--- src/rtl/wb_pkg.sv ---
package wb_pkg;
  parameter int unsigned WB_DATA_W      = 8;
  parameter int unsigned WB_ADDR_W      = 8;
  parameter int unsigned WB_NUM_CH      = 4;
  parameter int unsigned WB_NUM_ROWS    = 4;
  parameter int unsigned WB_STATUS_ADDR = 7;
  localparam int unsigned WB_ROW_W = $clog2(WB_NUM_ROWS);
  localparam int unsigned WB_CH_W  = $clog2(WB_NUM_CH);

  // Mode register contents: preset row and preset-access enable (bit 0).
  typedef struct packed {
    logic [WB_ROW_W-1:0] row;
    logic                nv_sel;
  } wb_mode_t;
endpackage

--- src/rtl/wb_addr_dec.sv ---
module wb_addr_dec
  import wb_pkg::*;
#(
  parameter int unsigned ADDR_W      = WB_ADDR_W,
  parameter int unsigned NUM_CH      = WB_NUM_CH,
  parameter int unsigned STATUS_ADDR = WB_STATUS_ADDR,
  localparam int unsigned CH_W       = (NUM_CH > 1) ? $clog2(NUM_CH) : 1
) (
  input  logic              host_wr,
  input  logic [ADDR_W-1:0] host_addr,
  output logic              is_ch,
  output logic              is_mode,
  output logic [CH_W-1:0]   ch_idx,
  output logic              mode_wr,
  output logic [NUM_CH-1:0] ch_wr
);
  always_comb begin
    is_ch   = (host_addr < ADDR_W'(NUM_CH));
    is_mode = (host_addr == ADDR_W'(STATUS_ADDR));
    ch_idx  = host_addr[CH_W-1:0];
    mode_wr = host_wr & is_mode;
  end

  for (genvar c = 0; c < NUM_CH; c++) begin : g_wr
    assign ch_wr[c] = host_wr & is_ch & (ch_idx == CH_W'(c));
  end
endmodule

--- src/rtl/wb_mode_reg.sv ---
module wb_mode_reg
  import wb_pkg::*;
#(
  parameter int unsigned DATA_W = WB_DATA_W
) (
  input  logic                clk,
  input  logic                rst_n,
  input  logic                mode_wr,
  input  logic                host_ack,
  input  logic [DATA_W-1:0]   wdata,
  output wb_mode_t            mode_q,
  output logic [DATA_W-1:0]   mode_word,
  output logic                bcast_en,
  output logic [WB_ROW_W-1:0] bcast_row
);
  wb_mode_t mode_nxt;

  always_comb begin
    mode_nxt.row    = wdata[WB_ROW_W:1];
    mode_nxt.nv_sel = wdata[0];
    bcast_en        = mode_wr & wdata[0] & host_ack;
    bcast_row       = wdata[WB_ROW_W:1];
    mode_word       = '0;
    mode_word[WB_ROW_W:0] = mode_q;
  end

  always_ff @(posedge clk or negedge rst_n) begin
    if (!rst_n) begin
      mode_q <= '0;
    end else if (mode_wr) begin
      mode_q <= mode_nxt;
    end
  end
endmodule

--- src/rtl/wb_channel.sv ---
module wb_channel
  import wb_pkg::*;
#(
  parameter int unsigned DATA_W   = WB_DATA_W,
  parameter int unsigned NUM_ROWS = WB_NUM_ROWS
) (
  input  logic                clk,
  input  logic                rst_n,
  input  logic                wr_en,
  input  logic                nv_sel,
  input  logic [WB_ROW_W-1:0] row_sel,
  input  logic [DATA_W-1:0]   wdata,
  input  logic                bcast_en,
  input  logic [WB_ROW_W-1:0] bcast_row,
  output logic [DATA_W-1:0]   wcr_o,
  output logic [DATA_W-1:0]   rd_word_o
);
  logic [DATA_W-1:0]   dr_q [NUM_ROWS];
  logic [NUM_ROWS-1:0] dr_we;
  logic [DATA_W-1:0]   wcr_q;
  logic [DATA_W-1:0]   wcr_nxt;
  logic                wcr_we;

  always_comb begin
    wcr_we  = bcast_en | (wr_en & ~nv_sel);
    wcr_nxt = bcast_en ? dr_q[bcast_row] : wdata;
  end

  always_ff @(posedge clk or negedge rst_n) begin
    if (!rst_n) begin
      wcr_q <= '0;
    end else if (wcr_we) begin
      wcr_q <= wcr_nxt;
    end
  end

  for (genvar r = 0; r < NUM_ROWS; r++) begin : g_row
    assign dr_we[r] = wr_en & nv_sel & (row_sel == WB_ROW_W'(r));

    always_ff @(posedge clk or negedge rst_n) begin
      if (!rst_n) begin
        dr_q[r] <= '0;
      end else if (dr_we[r]) begin
        dr_q[r] <= wdata;
      end
    end
  end

  assign wcr_o     = wcr_q;
  assign rd_word_o = nv_sel ? dr_q[row_sel] : wcr_q;
endmodule

--- src/rtl/wb_read_port.sv ---
module wb_read_port
  import wb_pkg::*;
#(
  parameter int unsigned DATA_W = WB_DATA_W,
  parameter int unsigned NUM_CH = WB_NUM_CH,
  localparam int unsigned CH_W  = (NUM_CH > 1) ? $clog2(NUM_CH) : 1
) (
  input  logic                     clk,
  input  logic                     rst_n,
  input  logic                     rd_en,
  input  logic                     is_ch,
  input  logic                     is_mode,
  input  logic [CH_W-1:0]          ch_idx,
  input  logic [NUM_CH*DATA_W-1:0] ch_words,
  input  logic [DATA_W-1:0]        mode_word,
  output logic [DATA_W-1:0]        rdata,
  output logic                     rvalid
);
  logic [DATA_W-1:0] rdata_nxt;
  logic [DATA_W-1:0] rdata_q;
  logic              rvalid_q;

  always_comb begin
    if (is_mode) begin
      rdata_nxt = mode_word;
    end else if (is_ch) begin
      rdata_nxt = ch_words[ch_idx*DATA_W +: DATA_W];
    end else begin
      rdata_nxt = '0;
    end
  end

  always_ff @(posedge clk or negedge rst_n) begin
    if (!rst_n) begin
      rdata_q <= '0;
    end else if (rd_en) begin
      rdata_q <= rdata_nxt;
    end
  end

  always_ff @(posedge clk or negedge rst_n) begin
    if (!rst_n) begin
      rvalid_q <= 1'b0;
    end else begin
      rvalid_q <= rd_en;
    end
  end

  assign rdata  = rdata_q;
  assign rvalid = rvalid_q;
endmodule

--- src/rtl/wiper_bank_ctrl.sv ---
module wiper_bank_ctrl
  import wb_pkg::*;
#(
  parameter int unsigned DATA_W      = WB_DATA_W,
  parameter int unsigned ADDR_W      = WB_ADDR_W,
  parameter int unsigned NUM_CH      = WB_NUM_CH,
  parameter int unsigned STATUS_ADDR = WB_STATUS_ADDR
) (
  input  logic                     clk,
  input  logic                     rst_n,
  input  logic                     host_wr,
  input  logic                     host_rd,
  input  logic [ADDR_W-1:0]        host_addr,
  input  logic [DATA_W-1:0]        host_wdata,
  input  logic                     host_ack,
  output logic [DATA_W-1:0]        host_rdata,
  output logic                     host_rvalid,
  output logic [NUM_CH*DATA_W-1:0] wiper_pos
);
  localparam int unsigned CH_W = (NUM_CH > 1) ? $clog2(NUM_CH) : 1;

  logic                     is_ch;
  logic                     is_mode;
  logic [CH_W-1:0]          ch_idx;
  logic                     mode_wr;
  logic [NUM_CH-1:0]        ch_wr;
  wb_mode_t                 mode_q;
  logic [DATA_W-1:0]        mode_word;
  logic                     bcast_en;
  logic [WB_ROW_W-1:0]      bcast_row;
  logic [NUM_CH*DATA_W-1:0] ch_words;

  wb_addr_dec #(
    .ADDR_W(ADDR_W), .NUM_CH(NUM_CH), .STATUS_ADDR(STATUS_ADDR)
  ) u_dec (
    .host_wr  (host_wr),
    .host_addr(host_addr),
    .is_ch    (is_ch),
    .is_mode  (is_mode),
    .ch_idx   (ch_idx),
    .mode_wr  (mode_wr),
    .ch_wr    (ch_wr)
  );

  wb_mode_reg #(.DATA_W(DATA_W)) u_mode (
    .clk      (clk),
    .rst_n    (rst_n),
    .mode_wr  (mode_wr),
    .host_ack (host_ack),
    .wdata    (host_wdata),
    .mode_q   (mode_q),
    .mode_word(mode_word),
    .bcast_en (bcast_en),
    .bcast_row(bcast_row)
  );

  for (genvar c = 0; c < NUM_CH; c++) begin : g_ch
    wb_channel #(.DATA_W(DATA_W), .NUM_ROWS(WB_NUM_ROWS)) u_ch (
      .clk      (clk),
      .rst_n    (rst_n),
      .wr_en    (ch_wr[c]),
      .nv_sel   (mode_q.nv_sel),
      .row_sel  (mode_q.row),
      .wdata    (host_wdata),
      .bcast_en (bcast_en),
      .bcast_row(bcast_row),
      .wcr_o    (wiper_pos[c*DATA_W +: DATA_W]),
      .rd_word_o(ch_words[c*DATA_W +: DATA_W])
    );
  end

  wb_read_port #(.DATA_W(DATA_W), .NUM_CH(NUM_CH)) u_rd (
    .clk      (clk),
    .rst_n    (rst_n),
    .rd_en    (host_rd),
    .is_ch    (is_ch),
    .is_mode  (is_mode),
    .ch_idx   (ch_idx),
    .ch_words (ch_words),
    .mode_word(mode_word),
    .rdata    (host_rdata),
    .rvalid   (host_rvalid)
  );
endmodule

--- config.mk ---
export PLATFORM = sky130hd
export DESIGN_NAME = wiper_bank_ctrl
export DESIGN_NICKNAME = d
export VERILOG_FILES = /design/src/rtl/wb_pkg.sv /design/src/rtl/wb_addr_dec.sv /design/src/rtl/wb_mode_reg.sv /design/src/rtl/wb_channel.sv /design/src/rtl/wb_read_port.sv /design/src/rtl/wiper_bank_ctrl.sv
export SDC_FILE = /design/constraint.sdc
export NUM_CORES = 1
export LEC_CHECK = 0
export BUFFER_PORTS_ARGS = -buffer_cell sky130_fd_sc_hd__buf_2
export CORE_UTILIZATION = 55
export CTS_CLUSTER_DIAMETER = 80
export CTS_CLUSTER_SIZE = 16
export DETAILED_ROUTE_END_ITERATION = 7
export PLACE_DENSITY = 0.76
export SYNTH_ARGS = -nofsm -noshare
export SYNTH_HDL_FRONTEND = slang
export SYNTH_SLANG_ARGS = --single-unit
--- constraint.sdc ---
create_clock -name clk -period 1.9 [get_ports clk]
set_input_delay 0.095 -clock clk [delete_from_list [all_inputs] [get_ports clk]]
set_output_delay 0.095 -clock clk [all_outputs]
set_load 0.01 [all_outputs]
# --- Word-level counts from Yosys, hierarchy flattened ---
# Cells that the tools add are included.
totals:
  regBits: 172
  latchBits: 0
  ramBits: 0
  romBits: 0
  output_inout_bits: 41
  memories: 0
op_classes:
  addsub: 0
  n_mul: 0
  div_mod_pow: 0
  order_cmp: 3
  n_eq_ne: 7
  shifts: 1
  n_mux: 34
  bitwise_logic: 39
  n_reduce_logical: 2
op_table:
  columns: ["op", "count"]
  rows:
  - ["$mux W8", 26]
  - ["$bmux W8 S2", 8]
  - ["$and A1 B1 Y1", 32]
  - ["$shiftx A32 B6 Y8", 1]
  - ["$eq A2 B2 Y1 const B", 4]
  - ["$eq A8 B3 Y1 const B", 1]
  - ["$lt A8 B3 Y1 const B", 1]
  - ["$ge A3 B3 Y1 const B", 2]
  - ["$not A2 Y3", 2]
  - ["$eq A2 B1 Y1 const B", 2]
  - ["$logic_not A2 Y1", 2]
  - ["$or A1 B1 Y1", 4]
  - ["$not A1 Y1", 1]

# --- Depth between registers and ports, before layout ---
# Gate-level depths: netlist of the first run.
depth:
  ltp_word: 8
  ltp_mapped: 8
  depth_no_buf: 5

# --- By module ---
# From an unflattened synthesis of the first run, not the netlist that was laid out.
hier_totals:
  hier_cells: 774
  hier_area_um2: 9716.8
modules_own_cells:
  columns: ["module", "instances", "cells_each", "area_each_um2"]
  rows:
  - ["wb_channel", 4, 175, 2207.1]
  - ["wb_read_port", 1, 38, 566.8]
  - ["wb_mode_reg", 1, 18, 195.2]
  - ["wb_addr_dec", 1, 18, 126.4]

# --- Worst setup path after synthesis of the first run ---
# Ideal clock, no wire load.
synth_path:
  path_type: "input to register"
  start: "input host_addr[7]"
  end: "register g_ch[3].u_ch.dr_q[0] (netlist name)"
  setup_ns: 0.125
  arrival_time_ns: 1.799
  required_ns: 1.775
  slack_ns: -0.023
  cell_stages: 6
  path_cell_list: "or4_1 -> buf_4 -> nor4b_4 -> nor2b_1 -> buf_4 -> mux2_2"
synth_between:
  elab_chain_len: 5
synth_lines:
  columns: ["element", "line_no", "rtl"]
  rows:
  - ["from (decl)", "wiper_bank_ctrl.sv:13", "input logic [ADDR_W-1:0] host_addr,"]
  - ["$lt A8 B3 Y1", "wb_addr_dec.sv:18", "is_ch = (host_addr < ADDR_W'(NUM_CH));"]
  - ["$and A1 B1 Y1 (2 in series)", "wb_addr_dec.sv:25", "assign ch_wr[c] = host_wr & is_ch & (ch_idx == CH_W'(c));"]
  - ["$and A1 B1 Y1 (2 in series)", "wb_channel.sv:38", "assign dr_we[r] = wr_en & nv_sel & (row_sel == WB_ROW_W'(r));"]
  - ["to (signal, indexed assignment)", "wb_channel.sv:44", "dr_q[r] <= wdata;"]
  - ["to (decl)", "wb_channel.sv:18", "logic [DATA_W-1:0] dr_q [NUM_ROWS];"]
# No other way between the ends.
# A chain may end at the register's enable or synchronous reset.

# --- Worst setup path after layout of the first run ---
layout_path:
  start: "register u_mode.mode_q[1] (netlist name)"
  end: "register u_rd.rdata_q[6], in the netlist u_rd.rdata[6]"
layout_between:
  elab_chain_len: 8
layout_lines:
  columns: ["element", "line_no", "rtl"]
  rows:
  - ["$not A2 Y3 (not written as such) *", "wb_channel.sv:50", "assign rd_word_o = nv_sel ? dr_q[row_sel] : wcr_q;"]
  - ["$bmux W8 S2", "wb_channel.sv:50", null]
  - ["$mux W8 (not written as such) (2 in series)", "wb_channel.sv:50", null]
  - ["$mux W8", "wb_channel.sv:50", null]
  - ["$shiftx A32 B6 Y8 *", "wb_read_port.sv:27", "rdata_nxt = ch_words[ch_idx*DATA_W +: DATA_W];"]
  - ["$mux W8 *", "wb_read_port.sv:26", "end else if (is_ch) begin"]
  - ["$mux W8 *", "wb_read_port.sv:24", "if (is_mode) begin"]
  - ["to (signal assigned)", "wb_read_port.sv:37", "rdata_q <= rdata_nxt;"]
  - ["to (decl)", "wb_read_port.sv:20", "logic [DATA_W-1:0] rdata_q;"]
# Mark *: on every way between the ends. The rest lies on a longest branch, timed or not. The select of a mux whose other input is x is not followed.

==> impl_metrics.env, run 1 <==
export IMPL_dieArea_sq_um=17060
export IMPL_muxShareOfSynthArea_pct=31.69
export IMPL_grt_max_degree=65
export IMPL_grt_total_usage_pct=30.79
export IMPL_rsz0062_at_grt="yes"
export IMPL_busiest_layer="met2"
export IMPL_power_mw=8.022
export IMPL_cp_num_cells=6
export IMPL_use_met2_pct=48.40
export IMPL_crit_family="multiplexers"
export IMPL_hold_viol_final=0
export IMPL_yosysTopAreaCell="dfrtp_1"
export IMPL_synth_flop_cell="dfrtp_1"
export IMPL_grt_pass1_vias=6726
export IMPL_drc_errors=0
export IMPL_violations="setup timing"
export IMPL_syn_nets=748
export IMPL_hp_class="in2async"
export IMPL_drv_slew=0
export IMPL_async_flop_share_pct=100.0
export IMPL_synthToLayoutAreaGrowth_pct=20.11
export IMPL_r2r_start="u_mode.mode_q[1]"
export IMPL_port_buffers=61
export IMPL_worst_slack_ps=-62.37
export IMPL_cts_root_buf="clkbuf_16"
export IMPL_h_tree_depth=4
export IMPL_placementRows=46
export IMPL_clock_sinks=172
export IMPL_worstPathCellList="mux4_2 -> mux2i_2 -> nor2_1 -> nor4_2 -> buf_4 -> o22ai_1"
export IMPL_crit_required_ps=2200
export IMPL_fmax_ghz=0.5096
export IMPL_syn_inst=727
export IMPL_viasPerCell=6.680
export IMPL_status="finished, violations left"
export IMPL_path_buf_inv=1
export IMPL_synth_cell_types=36
export IMPL_use_met3_pct=6.230
export IMPL_antenna_found_initial=0
export IMPL_wl_per_cell_um=24.74
export IMPL_clockBufferDepth=2
export IMPL_finalCriticalPeriod_ps=1962
export IMPL_crit_path_end_kind="register"
export IMPL_powerDensity_nw_per_um2=734.2
export IMPL_dp_slack_ps=-228.4
export IMPL_r2r_cells=6
export IMPL_place_hpwl_um=15700
export IMPL_yosysWarningCount=0
export IMPL_yosys_top_cells_area="dfrtp_1 (47%), mux2_2 (18%), mux4_2 (8.2%), mux2i_1 (5.0%), a21oi_1 (3.5%)"
export IMPL_core_area_sq_um=16000
export IMPL_avgSynthCellArea_sq_um=12.51
export IMPL_synth_area_sq_um=9097
export IMPL_slowest_stage="mux4_2"
export IMPL_clk_pin_slew_ps=70
export IMPL_skew_ps=5.293
export IMPL_ant_nets=0
export IMPL_first_iter_violations=700
export IMPL_ir_drop_uv=684.8
export IMPL_synthAdderAreaFrac_pct=0
export IMPL_synth_compound_area_share_pct=9.201
export IMPL_grt_pass1_wl_um=38540
export IMPL_diodes=0
export IMPL_synth_edf_count=0
export IMPL_critical_path_max_stage_delay_ps=530
export IMPL_cts_buffers=17
export IMPL_synth_seq_cells=172
export IMPL_worst_skew_pair_late_latency_ps=440
export IMPL_wirelength_um=25360
export IMPL_crit_fanout=6
export IMPL_synthXorXnorAreaFrac_pct=0
export IMPL_worstSetupStartpointType="register"
export IMPL_p_leak_nw=5.393
export IMPL_arrival_ps=2260
export IMPL_die_x_um=130.6
export IMPL_fp_dieH_um=130.6
export IMPL_path_class="reg2reg"
export IMPL_fin_crit_sh_pct=103.3
export IMPL_final_nets=818
export IMPL_worstMarginPinSlew_ps=655.2
export IMPL_start_util_pct=56.86
export IMPL_first_pass_iters=5
export IMPL_worst_hold_slack_ps=195.3
export IMPL_maxCapViolCount=0
export IMPL_io_pins=62
export IMPL_globalplace_congestion=0.9012
export IMPL_synth_top_family_by_area="multiplexers"
export IMPL_setup_viol=12
export IMPL_startpoint="u_mode.mode_q[1]"
export IMPL_synth_simple_gate_area_share_pct=8.637
export IMPL_synth_top_area_share_pct=47.31
export IMPL_drive_gt1_share_pct=46.48
export IMPL_gr_usage_met1_pct=41.41
export IMPL_slew_headroom_pct=56.13
export IMPL_via_count=6847
export IMPL_cts_tree="yes"
export IMPL_grt_overflow_total=0
export IMPL_utilization_pct=68.29
export IMPL_ys_seq_area_share_pct=47.31
-- cell usage after synthesis, drive strengths merged, types with 12 or more instances --
cell and count:
buf 14, o21ai 22, mux2 150, nor2 35, nand2 19, a21oi 63
mux4 33, mux2i 45, clkbuf 52, nor3b 14, nand3b 20, dfrtp 172
o221ai 31, a21o 12
-- power breakdown --
group          switching, mW  internal (mW)  total (mW)
combinational          0.465          0.291       0.756
sequential            0.0596           3.72        3.78
clock                   1.40           2.09        3.49
total                   1.93           6.10        8.02
-- layout by cell type (no fill, tap or decap), types with 3 or more instances in the layout --
cell	n
nand2_1	3
o22ai_1	5
a21o_1	12
nand3b_1	20
buf_12	11
buf_4	32
clkinv_2	4
nand2_4	5
nor2b_1	8
dfrtp_2	3
inv_1	5
nor4_1	3
mux2i_1	44
o21ai_0	12
mux2_1	4
clkbuf_1	5
o221ai_1	28
nor4_2	5
o21ai_2	5
o221ai_2	3
nor4b_4	3
buf_6	8
a21oi_2	10
o21ai_1	5
clkbuf_16	19
nor3b_1	12
a31oi_1	3
a21oi_1	53
bufinv_16	3
buf_2	60
dfrtp_1	169
mux2_4	10
nand2_8	7
mux4_2	33
nand2_2	4
mux2_2	136
nor2_1	34
-- state kept, by name (all words and copies together) (netlist names) --
name,cells
g_ch.u_ch.wcr_o,32
u_rd.rvalid,1
u_mode.mode_q,3
g_ch.u_ch.dr_q,128
u_rd.rdata,8
-- cell families (layout without fill, tap and decap cells) --
kind of cell / count (synthesis) / count (layout)
compound gates: 136 / 136
buf+inv: 71 / 153
simple gates: 120 / 120
flops: 172 / 172
mux: 228 / 228
-- repair_timing --
| action | CTS | global route |
|---|---|---|
| hold buffers | 2 | 0 |
| gates cloned | 0 | 2 |
| endpoints found under the hold margin | 52 | 0 |
| pin swaps | 8 | 4 |
| resized for setup | 29 | 51 |
| setup endpoints to repair | 78 | 127 |
| buffers inserted | 5 | 2 |
-- per-stage QoR --
step / setup TNS, ps / std cells / instance area (sq um)
2_1_floorplan: 0 / 727 / 9105
3_3_place_gp: -3255 / 984 / 9901
3_5_place_dp: -6604 / 984 / 9901
4_1_cts: -104.5 / 1021 / 10640
5_1_grt: -1110 / 1025 / 10930
6_report: -283.6 / 1025 / 10930
-- worst reg2reg max path, stage by stage, from the launching register on --
cell and delay, ps:
dfrtp_2 440, mux4_2 530, mux2i_2 240, nor2_1 110, nor4_2 290, buf_4 170
o22ai_1 60
-- routing by layer --
| metal | part of all wire [%] | vias to the layer above |
|---|---|---|
| met5 | 0 | - |
| met4 | 3.0 | 0 |
| met3 | 7.1 | 58 |
| met2 | 49 | 337 |
| met1 | 41 | 3569 |
| li1 | - | 2883 |
-- layout make-up --
type	count	area (sq um)
Fill cell	1126	5074
Multi-Input combinational cell	484	4803
Sequential cell	172	4308
Timing Repair Buffer	117	950.9
Clock buffer	23	457.9
Tap cell	216	270.3
Clock inverter	8	117.6
Inverter	5	18.77
-- worst paths after layout --
check                                   endpoint  slack [ps]
max reg2reg                        u_rd.rdata[6]         -60
min in group clk           g_ch[3].u_ch.wcr_o[7]         200
min                        g_ch[1].u_ch.dr_q[29]         200
max                                u_rd.rdata[6]         -60
max in group asynchronous  g_ch[0].u_ch.wcr_o[0]         980
min reg2reg                 g_ch[2].u_ch.dr_q[1]         520
Note: power is estimated with default switching activity, not from simulation.
==> run 2: changes to the inputs <==
Settings changed: CORE_UTILIZATION 55 to 60, PLACE_DENSITY 0.76 to 0.79, SLEW_MARGIN set to 20.
Clock period 1.9 ns to 2.11 ns, I/O delays scaled along.
==> run 2 against run 1 <==
The flow still finishes with violations (setup timing). Power down 12%. Register-to-register slack better by 40 ps. First-iteration DRC count up 0.43%. Routed wire length down 1.6%. Flip-flop and latch count unchanged. Clock power down 14%. Die area down 8.2%. Highest routed layer unchanged. Non-clock buffer count down 16. Core utilization up 3.3 points.
==> impl_metrics.env, run 2 (synthesis results as in run 1) <==
export IMPL_grt_overflow_total=0
export IMPL_wl_per_cell_um=25.51
export IMPL_skew_ps=9.681
export IMPL_worstMarginPinSlew_ps=597.9
export IMPL_worstSetupStartpointType="register"
export IMPL_fin_area_sq_um=10480
export IMPL_clock_sinks=172
export IMPL_multiInputGateArea_sq_um=4556
export IMPL_via_count=6768
export IMPL_fp_dieH_um=125.1
export IMPL_cts_buffers=17
export IMPL_clk_pin_slew_ps=60
export IMPL_status="finished, violations left"
export IMPL_r2r_cells=7
export IMPL_fin_tns_setup_ps=-18.27
export IMPL_final_cell_mix="dfrtp_1 (169), mux2_2 (144), a21oi_1 (62)"
export IMPL_crit_fanout=13
export IMPL_place_area_sq_um=9774
export IMPL_clockBufferDepth=2
export IMPL_p_leak_nw=5.228
export IMPL_dp_slack_ps=-17.23
export IMPL_cts_setup_buffers=0
export IMPL_top_register="g_ch.u_ch.dr_q"
export IMPL_fin_crit_sh_pct=100.9
export IMPL_violations="setup timing"
export IMPL_cts_tree="yes"
export IMPL_diodes=0
export IMPL_ir_drop_uv=603.9
export IMPL_drv_slew=0
export IMPL_ant_nets=0
export IMPL_fmax_ghz=0.4699
export IMPL_globalplace_congestion=0.8965
export IMPL_mostFrequentLayoutCell="dfrtp_1"
export IMPL_port_buffers=61
export IMPL_place_hpwl_um=15030
export IMPL_fin_cells=978
export IMPL_h_tree_depth=4
export IMPL_grt_pass1_vias=6801
export IMPL_core_area_sq_um=14640
export IMPL_setup_viol=1
export IMPL_crit_path_end_kind="register"
export IMPL_slew_headroom_pct=60.06
export IMPL_cts_root_buf="clkbuf_16"
export IMPL_die_x_um=125.1
export IMPL_hp_class="in2async"
export IMPL_path_class="reg2reg"
export IMPL_first_iter_violations=703
export IMPL_hold_viol_final=0
export IMPL_placedCellCount=941
export IMPL_arrival_ps=2420
export IMPL_first_pass_iters=7
export IMPL_maxCapViolCount=0
export IMPL_grt_max_degree=71
export IMPL_worst_slack_ps=-18.27
export IMPL_worst_hold_slack_ps=175.2
export IMPL_finalCriticalPeriod_ps=2128
export IMPL_dieArea_sq_um=15660
export IMPL_drive_gt1_share_pct=42.57
export IMPL_wirelength_um=24950
export IMPL_viasPerCell=6.920
export IMPL_grt_pass1_wl_um=38150
export IMPL_antenna_found_initial=0
export IMPL_grt_total_usage_pct=32.22
export IMPL_final_nets=802
export IMPL_synthToLayoutAreaGrowth_pct=15.24
export IMPL_start_util_pct=62.12
export IMPL_ff_latch_area_sq_um=4308
export IMPL_n_fill_cell=990
export IMPL_largest_reg_flops=128
export IMPL_io_pins=62
export IMPL_powerDensity_nw_per_um2=672.8
export IMPL_drc_errors=0
export IMPL_crit_required_ps=2400
export IMPL_worst_skew_pair_late_latency_ps=440
export IMPL_placementRows=44
[run 2: changes by cell type in the layout (fill, tap and decap cells not counted), moves of 5 or more]
cell and delta:
o21ai_2 -5, nand2_2 +12, buf_4 -11, nand2_8 -7, a21oi_2 -9, a21oi_1 +9, mux2_4 -10, o21ai_0 +9
mux2_2 +8, nand2_4 -5
[run 2: routing by layer]
metal / global-route usage (%) / wire length [um]
met1: 41.28 / 10090
met2: 50.05 / 12040
met3: 8.943 / 1861
met4: 17.50 / 958
met5: 0 / 0
[run 2: through the flow]
step                util, %  power, mW
floorplan                 -      3.768
global placement      66.75      4.034
detailed placement    66.75      4.048
CTS                   70.70      7.028
global route          71.59      7.255
finish                71.59      7.053
[run 2: worst max-delay path: stages (launching register included)]
cell	delay [ps]
dfrtp_2	450
buf_6	200
buf_4	150
mux2_2	330
o21ai_0	210
a21oi_1	180
nor4_1	320
o22ai_1	150
[run 2: where the power goes]
part / switching [mW] / internal (mW)
clock network: 1.26 / 1.76
logic: 0.406 / 0.231
registers: 0.0522 / 3.35
total: 1.72 / 5.34
[run 2: layout make-up]
| class | count | area share [%] |
|---|---|---|
| repair buffers | 101 | 7.805 |
| flip-flops and latches | 172 | 41.09 |
| clock buffers | 23 | 4.368 |
| multi-input cells | 484 | 43.45 |
| inverters | 5 | 0.1790 |
| well taps | 184 | 2.196 |
| clock inverters | 9 | 0.9070 |
[run 2: final timing paths]
path | from | to | slack (ps)
setup / recovery | u_mode.mode_q[2] | u_rd.rdata[7] | -20
hold / removal | rst_n | g_ch[1].u_ch.dr_q[17] | 180
setup reg to reg | u_mode.mode_q[2] | u_rd.rdata[7] | -20
hold reg to reg | g_ch[2].u_ch.dr_q[1] | g_ch[2].u_ch.dr_q[1] | 510
max in group asynchronous | rst_n | g_ch[2].u_ch.dr_q[31] | 1240
min in group clk | host_wdata[6] | g_ch[2].u_ch.wcr_o[6] | 200
[run 2: what timing repair did]
action,in CTS,in global routing
hold buffers,2,0
gates resized for setup,1,12
setup endpoints to repair,1,8
hold endpoints to repair,48,0
pin swaps,0,5
gates cloned,0,3
==> run 3: changes to the inputs <==
Settings changed: MAX_ROUTING_LAYER set to met4.
Clock period 2.11 ns to 2.43 ns, I/O delays scaled along.
==> run 3 against run 2 <==
Power fell by 11%. The flow finishes with violations (DRC). Cell count fell by 0.20%. Core utilization decreased by 1.2 points.
==> impl_metrics.env, run 3 (synthesis results as in run 1) <==
export IMPL_rsz0062_at_grt="no"
export IMPL_utilization_pct=70.41
export IMPL_multiInputGateArea_sq_um=4506
export IMPL_clk_pin_slew_ps=70
export IMPL_startpoint="u_mode.mode_q[2]"
export IMPL_skew_ps=7.793
export IMPL_crit_required_ps=2730
export IMPL_crit_fanout=29
export IMPL_setup_viol=0
export IMPL_status="finished, violations left"
export IMPL_grt_max_degree=73
export IMPL_fin_tns_setup_ps=0
export IMPL_worstPathCellList="buf_4 -> mux2_2 -> o21ai_0 -> a21oi_1 -> nor4_1 -> o21ai_0"
export IMPL_core_area_sq_um=14640
export IMPL_synthToLayoutAreaGrowth_pct=13.34
export IMPL_critical_path_max_stage_delay_ps=410
export IMPL_min_from="host_wdata[7]"
export IMPL_worstSetupStartpointType="register"
export IMPL_first_iter_violations=551
export IMPL_grt_total_usage_pct=34.25
export IMPL_p_leak_nw=5.158
export IMPL_worstMarginPinSlew_ps=741.8
export IMPL_largest_reg_flops=128
export IMPL_clock_sinks=172
export IMPL_r2r_start="u_mode.mode_q[2]"
export IMPL_via_count=6608
export IMPL_path_buf_inv=1
export IMPL_worst_skew_pair_late_latency_ps=440
export IMPL_placedCellCount=941
export IMPL_first_pass_iters=8
export IMPL_top_register="g_ch.u_ch.dr_q"
export IMPL_fin_crit_sh_pct=88.84
export IMPL_cp_common_cell="o21ai_0"
export IMPL_drv_slew=0
export IMPL_cts_buffers=17
export IMPL_ff_latch_area_sq_um=4308
export IMPL_fin_cells=976
export IMPL_grt_pass1_vias=6901
export IMPL_die_x_um=125.1
export IMPL_ant_nets=0
export IMPL_post_cts_resize_count=0
export IMPL_final_cell_mix="dfrtp_1 (169), mux2_2 (144), a21oi_1 (63)"
export IMPL_place_hpwl_um=15400
export IMPL_hold_viol_final=0
export IMPL_hp_class="in2reg"
export IMPL_slowest_stage="dfrtp_2"
export IMPL_placementRows=44
export IMPL_crit_family="compound AO/OA/AOI/OAI gates"
export IMPL_start_util_pct=62.12
export IMPL_mostFrequentLayoutCell="dfrtp_1"
export IMPL_power_mw=6.267
export IMPL_clockBufferDepth=2
export IMPL_drive_gt1_share_pct=41.85
export IMPL_final_nets=799
export IMPL_cts_root_buf="clkbuf_16"
export IMPL_grt_pass1_wl_um=39010
export IMPL_wirelength_um=24240
export IMPL_powerDensity_nw_per_um2=607.8
export IMPL_finalCriticalPeriod_ps=2159
export IMPL_grt_overflow_total=0
export IMPL_cts_tree="yes"
export IMPL_crit_path_end_kind="register"
export IMPL_port_buffers=61
export IMPL_drc_errors=2
export IMPL_h_tree_depth=4
export IMPL_path_class="reg2reg"
export IMPL_arrival_ps=2460
export IMPL_slew_headroom_pct=50.55
export IMPL_fp_dieH_um=125.1
export IMPL_globalplace_congestion=0.9716
export IMPL_dieArea_sq_um=15660
export IMPL_n_fill_cell=1003
export IMPL_fmax_ghz=0.4632
export IMPL_wl_per_cell_um=24.84
export IMPL_ir_drop_uv=558.1
export IMPL_maxCapViolCount=0
export IMPL_io_pins=62
export IMPL_violations="DRC"
export IMPL_antenna_found_initial=1
export IMPL_viasPerCell=6.770
## run 3: cell types whose count changed in the layout (fill, tap and decap cells not counted), moves of 2 or more
cell	change
nor4_2	-6
buf_12	-7
clkbuf_16	-3
clkinvlp_4	+4
nor4_1	+6
buf_4	+10
buf_6	-3
clkinv_2	-2
clkbuf_1	-4
## run 3: area by class of cell
cell class / count / share of cell area, %
diodes: 1 / 0.02427
clock buffers: 20 / 4.429
clock inverters: 12 / 1.408
inverters: 5 / 0.1820
multi-input cells: 484 / 43.70
flip-flops and latches: 172 / 41.78
well taps: 184 / 2.233
repair buffers: 98 / 6.249
## run 3: path summary, 6_finish.rpt
path	depth (start not counted)	to	slack, ps
worst max-delay path	6	u_rd.rdata[1]	270
min in group asynchronous	2	g_ch[1].u_ch.dr_q[27]	260
worst min register to register	1	g_ch[2].u_ch.dr_q[2]	510
worst min-delay path	3	g_ch[2].u_ch.wcr_o[7]	200
max in group asynchronous	3	u_mode.mode_q[2]	1310
worst max register to register	6	u_rd.rdata[1]	270
## run 3: per-layer routing
| metal | wire length, um | share of wire, % | vias to the layer above | GRT usage (%) |
|---|---|---|---|---|
| li1 | - | - | 2849 | - |
| met1 | 9884 | 41 | 3417 | 43.45 |
| met2 | 11720 | 48 | 266 | 51.82 |
| met3 | 1593 | 6.6 | 76 | 7.702 |
| met4 | 1046 | 4.3 | 0 | 17.86 |
| met5 | 0 | 0 | - | - |
## run 3: metrics by stage
step | hold WS [ps] | worst slack, ps | instance area (sq um)
after detailed placement | 190.5 | 218.6 | 9687
after global routing | 229.9 | 69.99 | 10310
after global placement | 187.5 | 312.5 | 9687
after CTS | 190.6 | 309.0 | 10310
final | 198.1 | 271.1 | 10310
after floorplan | -174.1 | 480.1 | 9097
## run 3: timing repair
item	4_1_cts	5_1_grt
endpoints found under the hold margin	69	0
buffers inserted	0	0
hold buffers	2	0
## run 3: worst min-delay path: cells and delay by family
| family | cells | cell delay [ps] |
|---|---|---|
| buffers and inverters | 1 | 230 |
| AOI/OAI and AO/OA | 1 | 80 |
| muxes | 1 | 170 |
## run 3: report_power, final
group / total, mW / internal (mW) / leakage (nW) / switching (mW)
sequential: 2.95 / 2.91 / 2.39 / 0.0422
combinational: 0.520 / 0.182 / 2.48 / 0.338
clock: 2.80 / 1.66 / 0.288 / 1.14
total: 6.27 / 4.75 / 5.16 / 1.52
